===== config.mk =====
export PLATFORM = sky130hd
export DESIGN_NAME = host_irq_gate
export DESIGN_NICKNAME = d
export VERILOG_FILES = /design/src/rtl/hig_pkg.sv /design/src/rtl/hig_enable_reg.sv /design/src/rtl/hig_status_reg.sv /design/src/rtl/hig_src_gate.sv /design/src/rtl/host_irq_gate.sv
export SDC_FILE = /design/constraint.sdc
export NUM_CORES = 1
export LEC_CHECK = 0
export BUFFER_PORTS_ARGS = -buffer_cell sky130_fd_sc_hd__buf_2
export CAP_MARGIN = 20
export CELL_PAD_IN_SITES_DETAIL_PLACEMENT = 1
export CELL_PAD_IN_SITES_GLOBAL_PLACEMENT = 1
export CORE_AREA = 5 5 42 44
export CTS_CLUSTER_SIZE = 20
export DETAILED_ROUTE_END_ITERATION = 7
export DIE_AREA = 0 0 47 49
export PLACE_DENSITY = 0.78
export SLEW_MARGIN = 20
export SYNTH_ARGS = -nofsm -noshare
export SYNTH_HDL_FRONTEND = slang
export SYNTH_SLANG_ARGS = --single-unit

===== constraint.sdc =====
create_clock -name clk -period 1.44 [get_ports clk]
set_clock_uncertainty 0.1 [all_clocks]
set_input_delay 0.072 -clock clk [delete_from_list [all_inputs] [get_ports clk]]
set_output_delay 0.072 -clock clk [all_outputs]
set_load 0.02 [all_outputs]

===== src/rtl/hig_pkg.sv =====
package hig_pkg;
   localparam int unsigned HIG_SRC_CMPL = 0;
   localparam int unsigned HIG_SRC_ERR  = 1;
   localparam int unsigned HIG_SRC_PORT = 2;
   localparam int unsigned HIG_NUM_SRC  = 3;
   localparam logic [HIG_NUM_SRC-1:0] HIG_IMM_DEFAULT = 3'b100;
endpackage


===== src/rtl/hig_enable_reg.sv =====
module hig_enable_reg #(
   parameter int unsigned WIDTH = 3,
   parameter logic [WIDTH-1:0] RST_VAL = '0
) (
   input  logic             clk,
   input  logic             rst_n,
   input  logic             wr,
   input  logic [WIDTH-1:0] wdata,
   output logic [WIDTH-1:0] q
);
   always_ff @(posedge clk) begin
      if (!rst_n)  q <= RST_VAL;
      else if (wr) q <= wdata;
   end
endmodule


===== src/rtl/hig_status_reg.sv =====
module hig_status_reg #(
   parameter int unsigned WIDTH = 3
) (
   input  logic             clk,
   input  logic             rst_n,
   input  logic [WIDTH-1:0] set,
   input  logic             clr_wr,
   input  logic [WIDTH-1:0] clr_data,
   output logic [WIDTH-1:0] q
);
   logic [WIDTH-1:0] clr_mask;

   assign clr_mask = clr_data & {WIDTH{clr_wr}};

   for (genvar i = 0; i < WIDTH; i++) begin : g_bit
      logic flag_q;
      always_ff @(posedge clk) begin
         if (!rst_n)          flag_q <= 1'b0;
         else if (set[i])     flag_q <= 1'b1;   // event wins over a clear
         else if (clr_mask[i]) flag_q <= 1'b0;
      end
      assign q[i] = flag_q;
   end
endmodule


===== src/rtl/hig_src_gate.sv =====
module hig_src_gate #(
   parameter bit IMMEDIATE = 1'b0
) (
   input  logic clk,
   input  logic rst_n,
   input  logic en,
   input  logic pend,
   input  logic tick,
   output logic req_nxt
);
   logic active;

   assign active = en & pend;

   if (IMMEDIATE) begin : g_imm
      logic unused_tick;
      assign unused_tick = tick;
      assign req_nxt     = active;
   end else begin : g_defer
      logic cap_q;
      logic cap_d;
      always_comb begin
         if (!active) cap_d = 1'b0;
         else         cap_d = cap_q | tick;
      end
      always_ff @(posedge clk) begin
         if (!rst_n) cap_q <= 1'b0;
         else        cap_q <= cap_d;
      end
      assign req_nxt = cap_d;
   end
endmodule


===== src/rtl/host_irq_gate.sv =====
module host_irq_gate
   import hig_pkg::*;
#(
   parameter int unsigned NUM_SRC = HIG_NUM_SRC,
   parameter logic [NUM_SRC-1:0] IMM_MASK = HIG_IMM_DEFAULT,
   parameter logic [NUM_SRC-1:0] EN_RST = '0
) (
   input  logic               clk,
   input  logic               rst_n,
   input  logic               en_wr,
   input  logic [NUM_SRC-1:0] en_wdata,
   output logic [NUM_SRC-1:0] en_rdata,
   input  logic [NUM_SRC-1:0] sts_set,
   input  logic               sts_clr_wr,
   input  logic [NUM_SRC-1:0] sts_clr_data,
   output logic [NUM_SRC-1:0] sts_rdata,
   input  logic               thr_tick,
   output logic               irq
);
   localparam int unsigned NUM_DEFER = NUM_SRC - $countones(IMM_MASK);

   if (NUM_SRC < 1 || NUM_SRC > 32) begin : g_bad_num_src
      $error("host_irq_gate: NUM_SRC must be within 1..32");
   end
   if (NUM_DEFER > NUM_SRC) begin : g_bad_mask
      $error("host_irq_gate: IMM_MASK inconsistent");
   end

   logic [NUM_SRC-1:0] req_nxt;
   logic               irq_q;

   hig_enable_reg #(.WIDTH(NUM_SRC), .RST_VAL(EN_RST)) u_en (
      .clk   (clk),
      .rst_n (rst_n),
      .wr    (en_wr),
      .wdata (en_wdata),
      .q     (en_rdata)
   );

   hig_status_reg #(.WIDTH(NUM_SRC)) u_sts (
      .clk      (clk),
      .rst_n    (rst_n),
      .set      (sts_set),
      .clr_wr   (sts_clr_wr),
      .clr_data (sts_clr_data),
      .q        (sts_rdata)
   );

   for (genvar s = 0; s < NUM_SRC; s++) begin : g_src
      hig_src_gate #(.IMMEDIATE(IMM_MASK[s])) u_gate (
         .clk     (clk),
         .rst_n   (rst_n),
         .en      (en_rdata[s]),
         .pend    (sts_rdata[s]),
         .tick    (thr_tick),
         .req_nxt (req_nxt[s])
      );
   end

   always_ff @(posedge clk) begin
      if (!rst_n) irq_q <= 1'b0;
      else        irq_q <= |req_nxt;
   end

   assign irq = irq_q;
endmodule


Yosys cells after proc, flatten, opt, wreduce, memory -nomap -nowiden
Index checks and enable logic that the tools add are counted.

Output and inout port bits: 7. Register bits after elaboration: 9. Input bits: 14. Word-level logic and storage cells: 25.

Bitwise gates (word level): 6. Reduce and logical (&&, ||, !) cells: 4. Muxes and demuxes: 8.

Operators by type and width (number): $mux W1 (8); $reduce_bool A2 Y1 (3); $and A1 B1 Y1 (3); $and A3 B3 Y3 (1); $reduce_or A3 Y1 (1); $or A1 B1 Y1 (2).

Logic depth before layout (Yosys ltp)
Gate-level depths: netlist (run 1).

Depth in word-level cells: 3. Mapped depth: 3. Depth with buffers taken out: 2.

Cells and area by module
Synthesis (run 1) repeated with hierarchy kept, for this count alone.

Cell total of the unflattened synthesis: 33. Area, all modules: 354.1 µm².

Modules (own cells, without submodules): hig_status_reg (area each 127.6 µm², seq. area each 60.1 µm², cells an instance 15, instances 1); hig_enable_reg (area each 108.9 µm², seq. area each 60.1 µm², cells an instance 9, instances 1); hig_src_gate at g_src[0].u_gate ... (area each 41.3 µm², seq. area each 20.0 µm², cells an instance 3, instances 2); host_irq_gate (area each 28.8 µm², seq. area each 20.0 µm², cells an instance 2, instances 1); hig_src_gate at g_src[2].u_gate (area each 6.3 µm², seq. area each 0.0 µm², cells an instance 1, instances 1).

Worst setup path after synthesis (run 1)
No wires, ideal clock.

Path type: flip-flop to flip-flop. Start point: register g_src[0].u_gate.g_defer.cap_q. End point: register irq_q, in the netlist irq. Data arrival time: 806 ps. Stages on the path, launching flop included: 3. Library setup time: 122 ps. Buffers on the path: 0. Required time: 1218 ps. Period minus slack after synthesis: 1028 ps. Slack: 412 ps. Cells stage by stage: dfxtp_1 > o2111a_2 > a311o_1.

Word-level cells in the longest chain between the ends: 3.

RTL lines: from (decl) (RTL line hig_src_gate.sv:20) `logic cap_q;`; from (signal assigned) (RTL line hig_src_gate.sv:28) `else cap_q <= cap_d;`; $or A1 B1 Y1 (RTL line hig_src_gate.sv:24) `else cap_d = cap_q | tick;`; $mux W1 (RTL line hig_src_gate.sv:23) `if (!active) cap_d = 1'b0;`; $reduce_or A3 Y1 (RTL line host_irq_gate.sv:62) `else irq_q <= |req_nxt;`; to (signal assigned) (RTL line host_irq_gate.sv:62); to (decl) (RTL line host_irq_gate.sv:30) `logic irq_q;`.

No other way between the ends. A chain may end at the register's enable or synchronous reset.

Final worst setup path (run 1)
Ends and elaborated chain as after synthesis.

==> results of run 1 <==
## cells by family after synthesis
family	synth area share [%]
AOI/OAI and AO/OA	22.0
and+or+nand+nor	5.25
buffers and inverters	14.0
DFF	50.3
muxes	8.39
## sequential cells by signal, summed over array words and instances, names as in the netlist
signal / cells
u_en.q: 3
g_src.u_gate.g_defer.cap_q: 2
u_sts.g_bit.flag_q: 3
irq: 1
## how the worst max path moves through the flow
stage,end,depth (start not counted)
after floorplan,irq$_SDFF_PN0_,2
after global placement,irq$_SDFF_PN0_,2
after detailed placement,irq$_SDFF_PN0_,2
after CTS,irq$_SDFF_PN0_,2
after global routing,irq$_SDFF_PN0_,2
final,irq$_SDFF_PN0_,2
## per-stage QoR
step | util (%) | area, sq um | setup slack (ns) | instances
after global placement | 30.5 | 428 | 0.406 | 60
final | 36.7 | 514 | 0.362 | 70
after global routing | 36.7 | 514 | 0.323 | 70
after floorplan | - | 358 | 0.412 | 31
after detailed placement | 30.5 | 428 | 0.374 | 60
after CTS | 36.7 | 514 | 0.357 | 70
## power by group
part           switching [uW]  internal, uW  total, uW  leakage (uW)
combinational            36.6          43.9       80.5      0.000159
sequential               7.83           262        270     0.0000742
clock                    83.1           106        190     0.0000150
## cells in the final DEF (no fill, tap or decap), drive strengths merged
cell type	netlist	routed
a311o	1	1
nor2b	3	3
dlygate4sd3	0	6
o2111a	2	2
a21boi	3	3
mux2i	3	3
clkbuf	0	4
buf	7	20
dfxtp	9	9
o21a	3	3
## Yosys cell counts
master / instances
dfxtp_1: 9
buf_4: 6
a21boi_0: 3
mux2i_1: 3
nor2b_1: 3
o21a_1: 3
a311o_1: 1
buf_2: 1
o2111a_1: 1
o2111a_2: 1
## layout make-up
class / instances / area [sq um] / area share, %
flip-flops and latches: 9 / 180 / 35.0
repair buffers: 26 / 160 / 31.1
multi-input cells: 15 / 128 / 24.8
clock buffers: 4 / 26.3 / 5.11
well taps: 16 / 20.0 / 3.89
## what timing repair did
item / CTS / global route
hold endpoints to repair: 6 / 0
gates resized for setup: 0 / 0
setup endpoints to repair: 0 / 0
hold buffers: 6 / 0
## per-layer routing
metal | vias to the layer above | global-route usage (%) | part of all wire, %
li1 | 149 | - | -
met1 | 120 | 7.33 | 40
met2 | 11 | 12.2 | 50
met3 | 2 | 4.43 | 8.5
met4 | 0 | 5.53 | 1.9
met5 | - | 0 | 0
## worst max-delay path, delay by kind of cell, from the launching register on
| kind | cells | cell delay (ns) |
|---|---|---|
| AOI/OAI and AO/OA | 2 | 0.56 |
| DFF | 1 | 0.31 |
==> impl_results.md, run 1 <==
* Worst R2R End: irq$_SDFF_PN0_
* Row cnt at 14
* Synthesized flop and latch total at 9
* N_diodes at 0
* Die width at 47 um
* Outcome: finished, final reports clean
* R2R setup slack at 0.36 ns
* PD cells at 1050 nW/um^2
* Hold Crit Start: rst_n
* Area growth syn-to-layout at 43.7%
* WHS at 0.0229 ns
* DR pass1 iterations at 2
* Maxcap violations at 0
* Worst hold path cell count at 2
* Cts bufs inserted at 3
* Final Hold Fails at 0
* Vias post-DR at 282
* Sum of negative setup slack at 0 ns
* GRT overflow at 0
* CTS sink count at 9
* Max rail drop VDD at 494 uV
* Share of the synthesized area in the top cell type at 50.3%
* FILL cells at 170
* Seq/Total Area, Yosys at 50.3%
* Unrepaired setup endpoints after global routing: false
* Final net count at 69
* Synth top area cells: dfxtp_1 (50%), buf_4 (13%), mux2i_1 (8.4%)
* Io pins at 21
* Tightest Hold Check Type: in -> reg
* Mapped Nets at 45
* Synth Warn # at 0
* Die area at 2300 sq um
* Core area at 1400 sq um
* Setup crit start: g_src[0].u_gate.g_defer.cap_q$_SDFF_PN0_
* CTS max path bufs at 2
* Initial antenna violation count at 0
* Clk slew on worst S/H paths at 0.06 ns
* RD Place Congestion at 0.656
* WL/cell at 11.7 um
* Max incr delay on CP at 0.31 ns
* DRC at 0
* Final ANT Viol Nets at 0
* CP Max Fanout at 2
* CP Cell Sequence: o2111a_2 -> a311o_1
* Final setup violation count at 0
* Clock Tree Root: clkbuf_4
* Via density at 4.03
* CP arrival at 1.12 ns
* First-pass GRT wire length at 1190 um
* Synth Cell Area at 358 sq um
* Hold worst-path end: u_sts.g_bit[2].flag_q$_SDFFE_PN0P_
* WS Path Type: reg -> reg
* Chip height at 49 um
* Vias in the first global route at 306
* H-tree level count at 1
* Period minus WS final at 1.08 ns
* CTS tree: built
* Setup bufs post-CTS at 0
* Synth Area per Inst at 11.5 sq um
* Synth cell types at 10
* Initial Util at 25.5%
* Share of cells above drive strength 1 at 44.4%
* P_leak at 0.000248 uW
* Pin count of the biggest net entering global routing at 10
* Startpoint types: flop
* Measured slew at the worst slew-check pin at 0.160 ns
* WL final at 822 um
* Cell taking the most area after synthesis: dfxtp_1
* Critical Path RT at 1.48 ns
* Max Slew Vio Count at 0
* Slowest cell on crit path: dfxtp_1
* Kind of end point of the critical path: flop
* Tcrit/Tclk final at 74.8%
* Depth of the most critical reg-to-reg path at 2
* Port Buffer Count at 20
* Tot GR Track Use at 7.84%
* Fmax at 928 MHz
* Cells after Synth at 31
* R2R Path Start: g_src[0].u_gate.g_defer.cap_q$_SDFF_PN0_
* Max-slew headroom at 89.3%
* Initial DRC Count at 1
* Post-layout power at 540 uW
* Worst-skew pair later-pin latency at 0.25 ns
* HPWL Detailed at 605 um
Power figures use the tool's default switching activity.
==> inputs of run 2 (changes only) <==
CORE_AREA = not set   (was 5 5 42 44)
CORE_MARGIN = 5   (was not set)
CORE_UTILIZATION = 25   (was not set)
DIE_AREA = not set   (was 0 0 47 49)
PLACE_DENSITY = 0.77   (was 0.78)
clock period = 0.9 ns   (was 1.44 ns; I/O delays follow)
==> impl_results.md, run 2 (synthesized netlist as in run 1, its figures left out) <==
* Outcome: finished, violations left
* Violated checks: negative setup slack
* Share of cells above drive strength 1 at 58.3%
* DRC at 0
* WL final at 922 um
* Port Buffer Count at 20
* Commonest non-fill, non-tap cell in the layout: buf_2
* Final net count at 75
* Chip height at 47.8 um
* H-tree level count at 1
* CTS sink count at 9
* Io pins at 21
* Core area at 1330 sq um
* Clock Tree Root: clkbuf_4
* Initial antenna violation count at 0
* Seq pwr share at 47.2%
* Pin count of the biggest net entering global routing at 8
* CP Max Fanout at 2
* Row cnt at 13
* Post-layout power at 928 uW
* Final ANT Viol Nets at 0
* P_leak at 0.000302 uW
* Startpoint types: flop
* Clk slew on worst S/H paths at 0.06 ns
* Setup bufs post-CTS at 0
* Tot GR Track Use at 9.79%
* WS Path Type: reg -> reg
* Maxcap violations at 0
* Max Slew Vio Count at 0
* Max-slew headroom at 90.8%
* Worst-skew pair later-pin latency at 0.26 ns
* Final Worst Setup Slack at -0.156 ns
* Via density at 4.29
* Kind of end point of the critical path: flop
* Final setup violation count at 7
* Final instance area at 626 sq um
* P_int at 711 uW
* Initial DRC Count at 1
* CTS tree: built
* PD cells at 1480 nW/um^2
* CTS max path bufs at 2
* Measured slew at the worst slew-check pin at 0.134 ns
* Critical Path RT at 0.94 ns
* Unrepaired setup endpoints after global routing: true
* Die area at 2290 sq um
* Psw at 217 uW
* FILL cells at 155
* RD Place Congestion at 0.651
* Final Hold Fails at 0
* Area growth syn-to-layout at 74.8%
* WL/cell at 12.3 um
* Final Non-Filler Cells at 75
* N_diodes at 0
* Sw frac at 23.4%
* Vias in the first global route at 331
* Top Registers: u_en.q (3), u_sts.g_bit.flag_q (3), g_src.u_gate.g_defer.cap_q (2)
* Placed cell count at 64
* Max rail drop VDD at 897 uV
* DR pass1 iterations at 2
* Tcrit/Tclk final at 117%
* CP arrival at 1.10 ns
* Fmax at 947 MHz
* Cts bufs inserted at 3
* Clock power frac at 32.6%
* Sum of negative setup slack at -0.397 ns
* Commonest non-fill, non-tap cells in the layout: buf_2 (13), buf_6 (10), dlygate4sd3_1 (6), dfxtp_2 (6)
* Logic pwr share at 20.2%
* First-pass GRT wire length at 1410 um
* Die width at 47.8 um
* Tightest Hold Check Type: in -> reg
* Period minus WS final at 1.06 ns
* Placed Area at 464 sq um
* Vias post-DR at 322
* Initial Util at 26.8%
* GRT overflow at 0
* WHS at 0.000875 ns
[run 2: cell types whose count changed in the layout (fill, tap and decap cells not counted), sizes merged]
cell          previous run  this run
buf                     20        25
dlymetal6s4s             0         1
[run 2: layer usage]
metal	up-vias	routed length (um)	GRT usage, %	part of all wire (%)
li1	166	-	-	-
met1	143	364	9.64	39
met2	11	459	15.0	50
met3	2	79	5.26	8.6
met4	0	20	8.06	2.2
met5	-	0	0	0
[run 2: critical path, cell delays in order, from the launching register on]
cell	delay, ns
dfxtp_1	0.30
o2111a_2	0.24
a311o_1	0.31
[run 2: final cells by class]
class                           count  area, sq um  area share (%)
Timing Repair Buffer               32          265            42.4
Multi-Input combinational cell     15          128            20.4
Tap cell                           15         18.8            3.00
Clock buffer                        4         26.3            4.20
Sequential cell                     9          188            30.0
[run 2: power by group through the flow]
| stage | Sequential (uW) | Clock, uW | Combinational, uW |
|---|---|---|---|
| floorplan | 439 | 0 | 80.0 |
| global placement | 438 | 0 | 131 |
| detailed placement | 439 | 0 | 133 |
| CTS | 437 | 318 | 180 |
| global route | 441 | 350 | 202 |
| finish | 438 | 303 | 187 |
[run 2: timing repair]
action | CTS | global route
pin swaps | 0 | 1
setup endpoints to repair | 9 | 11
resized for setup | 22 | 4
cloned | 0 | 0
hold endpoints to repair | 7 | 2
hold buffers | 6 | 1
[run 2: per-stage QoR]
stage | setup slack (ns) | utilization (%)
CTS | -0.154 | 45.2
floorplan | -0.117 | -
finish | -0.156 | 46.9
global route | -0.185 | 46.9
global placement | -0.123 | 34.8
detailed placement | -0.143 | 34.8
[run 2: final timing paths]
check / startpoint / endpoint / slack [ns] / depth (start not counted)
setup / recovery: g_src[0].u_gate.g_defer.cap_q$_SDFF_PN0_ / irq$_SDFF_PN0_ / -0.16 / 2
hold / removal: rst_n / g_src[1].u_gate.g_defer.cap_q$_SDFF_PN0_ / 0.0009 / 2
setup reg to reg: g_src[0].u_gate.g_defer.cap_q$_SDFF_PN0_ / irq$_SDFF_PN0_ / -0.16 / 2
hold reg to reg: u_en.q[1]$_SDFFE_PN0P_ / g_src[1].u_gate.g_defer.cap_q$_SDFF_PN0_ / 0.39 / 1
